File: config.mk
export PLATFORM = sky130hd
export DESIGN_NAME = updn_cascade_counter
export DESIGN_NICKNAME = d
export VERILOG_FILES = /design/src/rtl/updn_cascade_counter.sv
export SDC_FILE = /design/constraint.sdc
export NUM_CORES = 1
export LEC_CHECK = 0
export ABC_AREA = 1
export ABC_CLOCK_PERIOD_IN_PS = 1700
export BUFFER_PORTS_ARGS = -buffer_cell sky130_fd_sc_hd__buf_4
export CAP_MARGIN = 5
export CORE_AREA = 4 4 41 43
export DETAILED_ROUTE_END_ITERATION = 6
export DIE_AREA = 0 0 45 47
export PLACE_DENSITY_LB_ADDON = 0.2
export SLEW_MARGIN = 20
export SYNTH_ARGS = -nofsm -noshare
export SYNTH_HDL_FRONTEND = slang
export SYNTH_SLANG_ARGS = --single-unit
File: constraint.sdc
create_clock -name clk -period 1.7 [get_ports clk]
set_input_delay 0.17 -clock clk [delete_from_list [all_inputs] [get_ports clk]]
set_output_delay 0.17 -clock clk [all_outputs]
set_load 0.02 [all_outputs]
File: src/rtl/updn_cascade_counter.sv
module updn_cascade_counter #(
  parameter int WIDTH = 4
) (
  input  logic             clk,
  input  logic [WIDTH-1:0] din,
  input  logic             ld_n,
  input  logic             up,
  input  logic             cnt_en_n,
  input  logic             chain_en_n,
  output logic [WIDTH-1:0] cnt,
  output logic             tc_n
);
  localparam logic [WIDTH-1:0] TOP = '1;
  localparam logic [WIDTH-1:0] BOT = '0;
  localparam logic [WIDTH-1:0] ONE = WIDTH'(1);

  logic             run;
  logic [WIDTH-1:0] stepped;
  logic [WIDTH-1:0] nxt;
  logic             at_term;

  assign run     = ~cnt_en_n & ~chain_en_n;
  assign stepped = up ? cnt + ONE : cnt - ONE;
  assign nxt     = ~ld_n ? din : (run ? stepped : cnt);
  assign at_term = up ? (cnt == TOP) : (cnt == BOT);
  assign tc_n    = ~(~chain_en_n & at_term);

  always_ff @(posedge clk)
    cnt <= nxt;
endmodule

==> impl_metrics.yaml <==
critical_path:
  cp-end-kind: "output pin"
  cp_slowest_stage_delay_ns: 0.48
  cp_data_arrival_time_ns: 1.36
  cp-start-kind: "flop"
  crit_type: "flop to output pin"
  path_cells: "nor3_1 > nand2_1 > a21o_1 > buf_4"
  cp_max_fo: 6
  timing.critical_path.required_ns: 1.53
  slowest_stage: "sky130_fd_sc_hd__edfxtp_1"
  critical_path.reg2reg.startpoint: "cnt[2]$_DFFE_PP_"
  crit_path_start: "cnt[0]$_DFFE_PP_"
drt:
  vias_after_detailed_routing: 301
  antenna_violating_nets_left: 0
  route.detailed.drc: 0
  drt-initial-drc-count: 6
  routed_wl_um: 681
  routed_via_density: 4.239
  dr.pass1.iters: 2
  drt-wirelength-per-cell_um: 9.592
logic_synthesis:
  warnings_synthesis: 0
  yosysSeqAreaShare_pct: 39.18
  synth_cell_type_count: 13
  synthCells: 39
  average_cell_area_after_synthesis_um2: 7.860
  netlist_area_um2: 306.5
  postSynthRegisterBits: 4
  postSynthNetCount: 51
floorplanning:
  die_w_um: 45
  core_um2: 1301
  chipHeight_um: 47
  start_util_pct: 23.56
  row_count: 13
  dieArea_um2: 2115
  io-pin-count: 14
sta:
  share_of_the_cycle_needed_by_the_critical_path_after_routing_pct: 89.83
  grt_setup_unrepaired: "false"
  hold_violations: 0
  timing.max_slew.rel_slack_pct: 84.21
  setup-tns-final_ns: 0
  finalSetupViolCount: 0
  clock_tree_skew_after_final_layout_ns: 0.008803
  least_margin_pin_slew_ns: 0.2368
  clock_period_minus_worst_slack_ns: 1.527
  maxClockFrequency_mhz: 654.8
  final-max-slew-violation-count: 0
run:
  timing.max_cap.violations: 0
global_route:
  grt_antenna_before_repair: 0
  grt_first_pass_wirelength_mm: 1.076
  grt_max_degree: 7
  grt-ovfl-total: 0
  track_usage_pct: 7.484
  grt_pass1_vias: 267
final_layout:
  mostFrequentLayoutCells: "sky130_fd_sc_hd__nand2_1, sky130_fd_sc_hd__buf_4, sky130_fd_sc_hd__inv_1, sky130_fd_sc_hd__edfxtp_1"
  layout.cells.most_common: "sky130_fd_sc_hd__nand2_1"
  fin_area_um2: 452.9
  largest_registers: "cnt (4)"
  stdcell_count: 71
  regMostFlops: "cnt"
  drive_gt1_share_pct: 30.36
  n_antenna_cell: 0
  largest_register_ffs: 4
  finish.net_count: 70
  area_delta_synth_final_pct: 47.75
clock_tree:
  clock_path_buffers: 2
  htree_levels: 1
  clock_insertion_delay_worst_skew_ns: 0.24
  clock_input_transition_at_the_sequential_cells_of_the_worst_setup_and_hold_paths_ns: 0.04
  cts.repair_timing.setup_buffer_count: 0
  numClockSinks: 4
  clock_tree.root_cell: "sky130_fd_sc_hd__clkbuf_4"
  numCtsBuffers: 3
  post_cts_resize_count: 0
  holdBufCountCts: 0
  tritoncts: "done"
power_and_ir_drop:
  worst_supply_voltage_drop_on_vdd_uv: 418.4
  powerDensity_nw_per_um2: 860.1
  power.leakage_nw: 0.2319
placement:
  placed_cells: 68
  place_congestion: 0.7151
  buffer_ports.inserted: 13
  hpwl_um: 552.2
  dpl_cell_area_um2: 430.4
status:
  outcome: "finished clean"
min_path:
  hp-start: "din[3]"
  hp-class: "input port to flop"
## power by group
part           switching, W  internal [W]  total, W
Combinational     0.0000641     0.0000609  0.000125
Sequential        0.0000158      0.000127  0.000143
Clock             0.0000423     0.0000792  0.000121
## synth_stat cells
| library cell | number | share of area, % |
|---|---|---|
| sky130_fd_sc_hd__a21o_1 | 1 | 2.4 |
| sky130_fd_sc_hd__edfxtp_1 | 4 | 39 |
| sky130_fd_sc_hd__fa_1 | 1 | 6.5 |
| sky130_fd_sc_hd__ha_1 | 2 | 8.2 |
| sky130_fd_sc_hd__inv_1 | 5 | 6.1 |
| sky130_fd_sc_hd__nand2_1 | 15 | 18 |
| sky130_fd_sc_hd__nand3_1 | 2 | 3.3 |
| sky130_fd_sc_hd__nand4_1 | 1 | 2.0 |
| sky130_fd_sc_hd__nor2_1 | 2 | 2.4 |
| sky130_fd_sc_hd__nor3_1 | 1 | 1.6 |
| sky130_fd_sc_hd__o21ai_0 | 3 | 4.9 |
| sky130_fd_sc_hd__or2_1 | 1 | 2.0 |
| sky130_fd_sc_hd__xnor2_1 | 1 | 2.9 |
## logic make-up (layout without fill, tap and decap cells)
family | count (synthesis) | after routing | share of synthesized area, %
AND/OR/NAND/NOR | 22 | 22 | 29.80
adder cells (fa/ha/maj) | 3 | 3 | 14.69
AO/OA/AOI/OAI | 4 | 4 | 7.346
flip-flops | 4 | 4 | 39.19
XOR/XNOR | 1 | 1 | 2.858
buffers and inverters | 5 | 22 | 6.123
## worst max-delay path: cells and delay by family (launching register included)
kind	cells	cell delay, ns
AO/OA/AOI/OAI	1	0.17
flip-flops	1	0.48
AND/OR/NAND/NOR	2	0.32
buffers and inverters	1	0.15
## per-stage QoR
step | setup slack, ns | total power (W) | util, % | hold WS (ns)
5_1_grt | 0.07073 | 0.0004199 | 34.81 | 0.2215
3_5_place_dp | 0.2692 | 0.0002714 | 33.08 | 0.4474
2_1_floorplan | 0.2031 | 0.0002196 | - | 0.3486
4_1_cts | 0.1561 | 0.0003989 | 34.81 | 0.1981
6_report | 0.1729 | 0.0003896 | 34.81 | 0.2016
3_3_place_gp | 0.2749 | 0.0002724 | 33.08 | 0.4352
## worst paths after layout
| path | to | slack (ns) | depth (start not counted) |
|---|---|---|---|
| min | cnt[3]$_DFFE_PP_ | 0.20 | 3 |
| max | tc_n | 0.17 | 4 |
| max reg2reg | cnt[3]$_DFFE_PP_ | 0.27 | 6 |
| min reg2reg | cnt[0]$_DFFE_PP_ | 0.77 | 1 |
## routing by layer
metal,global-route usage (%),part of all wire (%),vias to the layer above
met5,0,0,-
met4,5.263,2.2,0
met3,3.831,5.7,2
met2,11.86,48,7
met1,7.674,44,130
li1,-,-,162
## final cells by class
class                      count  area, um^2
clock buffer                   3       22.52
fill                         144       848.3
inverter                       5       18.77
multi-input combinational     30       167.7
sequential                     4       120.1
tap                           15       18.77
timing repair buffer          14       105.1
No activity file was read; power rests on OpenSTA's default activity.
